**src/rtl/shadow_filter_pkg.sv**
```systemverilog
package shadow_filter_pkg;
  localparam int NUM_REGIONS = 4;
  localparam int NUM_CH      = 64;
  localparam int NUM_QCH     = 4;
  localparam int ADDR_W      = 12;
  localparam int DATA_W      = 32;
  localparam int RIDX_W      = $clog2(NUM_REGIONS);
  localparam int WIN_LSB     = 8;
  localparam int OFFS_W      = WIN_LSB - 2;
  localparam int OWN_BASE    = 16;

  typedef enum logic [2:0] {
    RD_NONE, RD_CHEN, RD_IEN, RD_PEND, RD_QEN, RD_OWNLO, RD_OWNHI, RD_QOWN
  } rdsel_e;

  typedef struct packed {
    logic              shadow;
    logic [RIDX_W-1:0] region;
    logic              hiHalf;
    logic              wrChen;
    logic              wrIen;
    logic              setIen;
    logic              clrIen;
    logic              clrPend;
    logic              wrQen;
    logic              wrOwnLo;
    logic              wrOwnHi;
    logic              wrQOwn;
    logic [RIDX_W-1:0] ownIdx;
    logic              rdStb;
    rdsel_e            rdSel;
  } strobe_t;
endpackage

```
**src/rtl/sf_ctrl.sv**
```systemverilog
module sf_ctrl
  import shadow_filter_pkg::*;
(
  input  logic              wrEn,
  input  logic              rdEn,
  input  logic [ADDR_W-1:0] addr,
  output strobe_t           st
);
  localparam int WIN_W = ADDR_W - WIN_LSB;

  logic [WIN_W-1:0]  win;
  logic [OFFS_W-1:0] offs;
  logic [OFFS_W-1:0] ownRel;
  logic              isGlobal;
  logic              isShadow;

  assign win      = addr[ADDR_W-1:WIN_LSB];
  assign offs     = addr[WIN_LSB-1:2];
  assign ownRel   = offs - OFFS_W'(OWN_BASE);
  assign isGlobal = (win == '0);
  assign isShadow = (win != '0) && (int'(win) <= NUM_REGIONS);

  always_comb begin
    st        = '0;
    st.rdSel  = RD_NONE;
    st.shadow = isShadow;
    st.region = isShadow ? RIDX_W'(win - WIN_W'(1)) : '0;
    st.hiHalf = offs[0];
    st.ownIdx = RIDX_W'(ownRel[OFFS_W-1:2]);
    st.rdStb  = rdEn;
    if (isGlobal || isShadow) begin
      if (int'(offs) < OWN_BASE) begin
        case (offs[3:1])
          3'd0: begin st.wrChen  = wrEn; if (rdEn) st.rdSel = RD_CHEN; end
          3'd1: begin st.wrIen   = wrEn; if (rdEn) st.rdSel = RD_IEN;  end
          3'd2: st.setIen  = wrEn;
          3'd3: st.clrIen  = wrEn;
          3'd4: if (rdEn) st.rdSel = RD_PEND;
          3'd5: st.clrPend = wrEn;
          3'd6: if (!offs[0]) begin
                  st.wrQen = wrEn;
                  if (rdEn) st.rdSel = RD_QEN;
                end
          default: ;
        endcase
      end else if (isGlobal && (int'(ownRel[OFFS_W-1:2]) < NUM_REGIONS)) begin
        case (ownRel[1:0])
          2'd0: begin st.wrOwnLo = wrEn; if (rdEn) st.rdSel = RD_OWNLO; end
          2'd1: begin st.wrOwnHi = wrEn; if (rdEn) st.rdSel = RD_OWNHI; end
          2'd2: begin st.wrQOwn  = wrEn; if (rdEn) st.rdSel = RD_QOWN;  end
          default: ;
        endcase
      end
    end
  end
endmodule

```
**src/rtl/sf_datapath.sv**
```systemverilog
module sf_datapath
  import shadow_filter_pkg::*;
(
  input  logic               clk,
  input  logic               rstN,
  input  strobe_t            st,
  input  logic [DATA_W-1:0]  wrData,
  input  logic [NUM_CH-1:0]  doneIn,
  output logic [DATA_W-1:0]  rdData,
  output logic [NUM_REGIONS-1:0] intOut
);
  logic [NUM_CH-1:0]  own  [NUM_REGIONS];
  logic [NUM_QCH-1:0] qown [NUM_REGIONS];
  logic [NUM_CH-1:0]  chen, ien, pend;
  logic [NUM_QCH-1:0] qen;

  logic [NUM_CH-1:0]  ownSel, effMask, halfSel, wrKeep, wrBits, rd64, rdMasked;
  logic [NUM_QCH-1:0] qEff;
  logic [DATA_W-1:0]  rdWord, halfOwn;

  assign ownSel  = own[st.region];
  assign effMask = st.shadow ? ownSel : '1;
  assign qEff    = st.shadow ? qown[st.region] : '1;
  assign halfSel = st.hiHalf ? {{DATA_W{1'b1}}, {DATA_W{1'b0}}}
                             : {{DATA_W{1'b0}}, {DATA_W{1'b1}}};
  assign wrKeep  = effMask & halfSel;
  assign wrBits  = {wrData, wrData} & wrKeep;
  assign halfOwn = st.hiHalf ? ownSel[NUM_CH-1:DATA_W] : ownSel[DATA_W-1:0];

  // Channel bank and ownership masks
  always_ff @(posedge clk or negedge rstN) begin
    if (!rstN) begin
      chen <= '0;
      ien  <= '0;
      pend <= '0;
      qen  <= '0;
      for (int r = 0; r < NUM_REGIONS; r++) begin
        own[r]  <= '0;
        qown[r] <= '0;
      end
    end else begin
      if (st.wrChen) chen <= (chen & ~wrKeep) | wrBits;
      if (st.wrIen)       ien <= (ien & ~wrKeep) | wrBits;
      else if (st.setIen) ien <= ien | wrBits;
      else if (st.clrIen) ien <= ien & ~wrBits;
      pend <= (pend & ~(st.clrPend ? wrBits : '0)) | doneIn;
      if (st.wrQen) qen <= (qen & ~qEff) | (wrData[NUM_QCH-1:0] & qEff);
      for (int r = 0; r < NUM_REGIONS; r++) begin
        if (st.ownIdx == RIDX_W'(r)) begin
          if (st.wrOwnLo) own[r][DATA_W-1:0]      <= wrData;
          if (st.wrOwnHi) own[r][NUM_CH-1:DATA_W] <= wrData;
          if (st.wrQOwn)  qown[r]                 <= wrData[NUM_QCH-1:0];
        end
      end
    end
  end

  // Read path: select, mask, pick half
  always_comb begin
    rd64 = '0;
    case (st.rdSel)
      RD_CHEN: rd64 = chen;
      RD_IEN:  rd64 = ien;
      RD_PEND: rd64 = pend;
      default: rd64 = '0;
    endcase
    rdMasked = rd64 & effMask;
    rdWord   = st.hiHalf ? rdMasked[NUM_CH-1:DATA_W] : rdMasked[DATA_W-1:0];
    case (st.rdSel)
      RD_QEN:   rdWord = DATA_W'(qen & qEff);
      RD_OWNLO: rdWord = own[st.ownIdx][DATA_W-1:0];
      RD_OWNHI: rdWord = own[st.ownIdx][NUM_CH-1:DATA_W];
      RD_QOWN:  rdWord = DATA_W'(qown[st.ownIdx]);
      default: ;
    endcase
  end

  always_ff @(posedge clk or negedge rstN) begin
    if (!rstN) rdData <= '0;
    else       rdData <= st.rdStb ? rdWord : '0;
  end

  // Per-region completion interrupts
  always_ff @(posedge clk or negedge rstN) begin
    if (!rstN) intOut <= '0;
    else for (int r = 0; r < NUM_REGIONS; r++)
      intOut[r] <= |(pend & ien & own[r]);
  end

  assert_shadow_write_keeps_unowned_R4: assert property (@(posedge clk) disable iff (!rstN)
    (st.wrChen && st.shadow) |=> (((chen ^ $past(chen)) & ~$past(ownSel)) == '0));

  assert_global_write_full_R2: assert property (@(posedge clk) disable iff (!rstN)
    (st.wrChen && !st.shadow) |=>
      (($past(st.hiHalf) ? chen[NUM_CH-1:DATA_W] : chen[DATA_W-1:0]) == $past(wrData)));

  assert_shadow_read_masked_R3: assert property (@(posedge clk) disable iff (!rstN)
    (st.rdStb && st.shadow && st.rdSel != RD_QEN) |=> ((rdData & ~$past(halfOwn)) == '0));

  assert_pending_set_R9: assert property (@(posedge clk) disable iff (!rstN)
    (doneIn != '0) |=> ((pend & $past(doneIn)) == $past(doneIn)));

  for (genvar g = 0; g < NUM_REGIONS; g++) begin : gChk
    assert_no_owner_no_int_R10: assert property (@(posedge clk) disable iff (!rstN)
      (own[g] == '0) |=> !intOut[g]);
    assert_mask_shadow_immune_R8: assert property (@(posedge clk) disable iff (!rstN)
      st.shadow |=> (own[g] == $past(own[g]) && qown[g] == $past(qown[g])));
  end
endmodule

```
**src/rtl/shadow_bit_filter.sv**
```systemverilog
module shadow_bit_filter
  import shadow_filter_pkg::*;
(
  input  logic                   clk,
  input  logic                   rstN,
  input  logic                   wrEn,
  input  logic                   rdEn,
  input  logic [ADDR_W-1:0]      addr,
  input  logic [DATA_W-1:0]      wrData,
  output logic [DATA_W-1:0]      rdData,
  input  logic [NUM_CH-1:0]      doneIn,
  output logic [NUM_REGIONS-1:0] intOut
);
  strobe_t st;

  sf_ctrl uCtrl (
    .wrEn (wrEn),
    .rdEn (rdEn),
    .addr (addr),
    .st   (st)
  );

  sf_datapath uDp (
    .clk    (clk),
    .rstN   (rstN),
    .st     (st),
    .wrData (wrData),
    .doneIn (doneIn),
    .rdData (rdData),
    .intOut (intOut)
  );
endmodule

```
**config.mk**
```make
export PLATFORM = sky130hd
export DESIGN_NAME = shadow_bit_filter
export DESIGN_NICKNAME = d
export VERILOG_FILES = /design/src/rtl/shadow_filter_pkg.sv /design/src/rtl/sf_ctrl.sv /design/src/rtl/sf_datapath.sv /design/src/rtl/shadow_bit_filter.sv
export SDC_FILE = /design/constraint.sdc
export NUM_CORES = 1
export LEC_CHECK = 0
export BUFFER_PORTS_ARGS = -buffer_cell sky130_fd_sc_hd__clkbuf_2
export CAP_MARGIN = 10
export CORE_ASPECT_RATIO = 1.75
export CORE_MARGIN = 3
export CORE_UTILIZATION = 56
export DETAILED_ROUTE_END_ITERATION = 6
export PLACE_DENSITY = 0.78
export SYNTH_ARGS = -nofsm -noshare
export SYNTH_HDL_FRONTEND = slang
export SYNTH_SLANG_ARGS = --single-unit
```
**constraint.sdc**
```tcl
create_clock -name clk -period 1.8 [get_ports clk]
set_input_delay 0.18 -clock clk [delete_from_list [all_inputs] [get_ports clk]]
set_output_delay 0.18 -clock clk [all_outputs]
set_load 0.02 [all_outputs]
```
==> results_dict.tcl <==
set metrics [dict create \
    area_growth_pct 24.3 \
    slew_headroom_pct 40.7 \
    dieHeight_um 298 \
    async_flop_share_pct 100 \
    ir_worst_vdd_uv 899 \
    fin_area_sq_um 33800 \
    hp-class "primary input to register" \
    hold_slack_ps 21.3 \
    rows 106 \
    postSynthAreaPerCell_sq_um 12.2 \
    postLayoutCoreUtil_pct 70.7 \
    synth_area_leaders "dfrtp_1 46%, mux4_2 11%, mux2_2 11%" \
    final_common_cell "dfrtp_1" \
    setup_tns_ps -56.4 \
    drt_first_iter_violations 3069 \
    leakage_nw 15.2 \
    cts_root_buf "clkbuf_16" \
    grt_max_degree 94 \
    synth_cell_types 53 \
    yosys_warnings 0 \
    fin_skew_ps 17.4 \
    rsz0062_at_grt "true" \
    required_ps 2260 \
    cp-end-kind "register" \
    status "complete, but fails checks" \
    syn_inst 2227 \
    drc 6 \
    multi_input_area_sq_um 14300 \
    grt_overflow_total 0 \
    slew_viol_final 0 \
    violations "design-rule violations, negative setup slack" \
    cp_max_fo 17 \
    track_usage_pct 40.0 \
    cts.clk_slew.worst_paths_ps 70 \
    register_area_sq_um 12600 \
    synth_area_leader_cell "dfrtp_1" \
    fin_crit_ps 1820 \
    finalSetupViolCount 6 \
    finalWorstSetupSlack_ps -17.8 \
    period_share_pct 101 \
    hpwlAfterDp_um 74700 \
    place_area_sq_um 31300 \
    fmax_mhz 550 \
    dr_total_vias 23748 \
    yosysTopAreaCellShare_pct 46.3 \
    place_congestion 1.06 \
    insertion_delay_ps 590 \
    crit_type "primary input to register" \
    grt_pass1_wl_um 156000 \
    die_w_um 173 \
    cts_buffers 48 \
    cap_violations 0 \
    finalPower_w 0.0252 \
    nFillCells 3287 \
    tightest_slew_ps 889 \
    grt_antenna_before_repair 3 \
    drtPass1Iterations 7 \
    yosysSeqAreaShare_pct 46.3 \
    avgViaCountPerCell 7.22 \
    synth_area_sq_um 27200 \
    grt_pass1_vias 24315 \
    synth-edff-count 0 \
    layout.nets 2715 \
    synth_ff_type "dfrtp_1" \
    synth_nets 2340 \
    initial_utilization_pct 56.9 \
    ant_nets 0 \
    mostFrequentLayoutCells "504 x dfrtp_1, 317 x nand3_1, 261 x mux2_2" \
    hold_violations 0 \
    dieArea_sq_um 51400 \
    portBuffers 145 \
    ioPinCount 148 \
    clk_path_buf_depth 3 \
    ctsHtreeMaxLevel 2 \
    start_kind "primary input" \
    cp.arrival_ps 2280 \
    core_sq_um 47900 \
    routedWlPerCell_um 31.8 \
    wl_um 105000 \
    powerDensity_nw_per_um2 745 \
    cts_tree "yes" \
    clock-sinks 504 \
    drive_above_1_share_pct 39.0 \
    ys_ff_latch 504 \
]
==> synthesized netlist by cell type, types with 30 or more instances <==
| library cell | count |
|---|---|
| a21o_1 | 62 |
| a221oi_1 | 38 |
| a32o_1 | 61 |
| buf_2 | 52 |
| clkbuf_1 | 94 |
| dfrtp_1 | 504 |
| mux2_1 | 82 |
| mux2_2 | 261 |
| mux2i_1 | 62 |
| mux4_2 | 136 |
| nand2_1 | 77 |
| nand3_1 | 322 |
| nand4_1 | 68 |
| nor2_1 | 87 |
| o211ai_1 | 60 |
| o21a_1 | 30 |
| o2bb2ai_1 | 62 |
==> power by group <==
part	internal (W)	total [W]	switching, W
sequential	0.0116	0.0120	0.000374
combinational	0.00123	0.00272	0.00149
clock	0.00583	0.0105	0.00468
==> per-layer routing <==
metal | wire (um) | global-route usage [%]
met4 | 10700 | 30.8
met2 | 51200 | 67.7
met1 | 33600 | 44.7
met5 | 16 | 0
met3 | 9090 | 7.13
==> cell families after synthesis <==
kind of cell / Yosys count / share of synthesized area, %
XOR/XNOR: 3 / 0.0965
adder cells (fa/ha/maj): 1 / 0.0460
AO/OA/AOI/OAI: 388 / 11.4
flip-flops: 504 / 46.3
buffers and inverters: 181 / 3.15
AND/OR/NAND/NOR: 609 / 11.3
multiplexers: 541 / 27.7
==> critical path: stages <==
cell      delay, ps
buf_12          120
clkinv_8         60
ha_4            170
nor2b_4         170
nor4_4           80
and3_2          240
a31oi_4         710
buf_12          280
buf_12          150
a21oi_1          90
==> what timing repair did <==
action / CTS / global route
setup buffers: 0 / 5
endpoints found under the hold margin: 569 / 0
pin swaps: 0 / 9
hold buffers: 66 / 0
gates resized for setup: 9 / 35
setup endpoints to repair: 57 / 61
cloned: 0 / 2
==> worst paths after layout <==
check	from	slack [ps]	depth (start not counted)	to
max	addr[8]	-20	10	uDp.rdData[14]
min	wrData[31]	20	2	register
max reg2reg	uDp.pend[37]	-10	4	uDp.intOut[1]
min reg2reg	register	500	1	register
max in group asynchronous	rstN	960	4	async pin
min in group asynchronous	rstN	170	3	uDp.own[183]
==> layout make-up <==
class                      count  area share [%]
timing repair buffer         503            13.3
clock inverter                17           0.514
sequential                   504            37.3
antenna                        2          0.0148
inverter                       3          0.0776
multi-input combinational   1542            42.3
tap                          648            2.40
clock buffer                  71            4.13
==> stage by stage <==
| step | setup WS [ps] | cells |
|---|---|---|
| after global placement | -628 | 3127 |
| after floorplan | -603 | 2227 |
| after global routing | -30.5 | 3289 |
| final | -17.8 | 3290 |
| after detailed placement | -658 | 3127 |
| after CTS | 4.77 | 3281 |
Note: power is estimated with default switching activity, not from simulation.
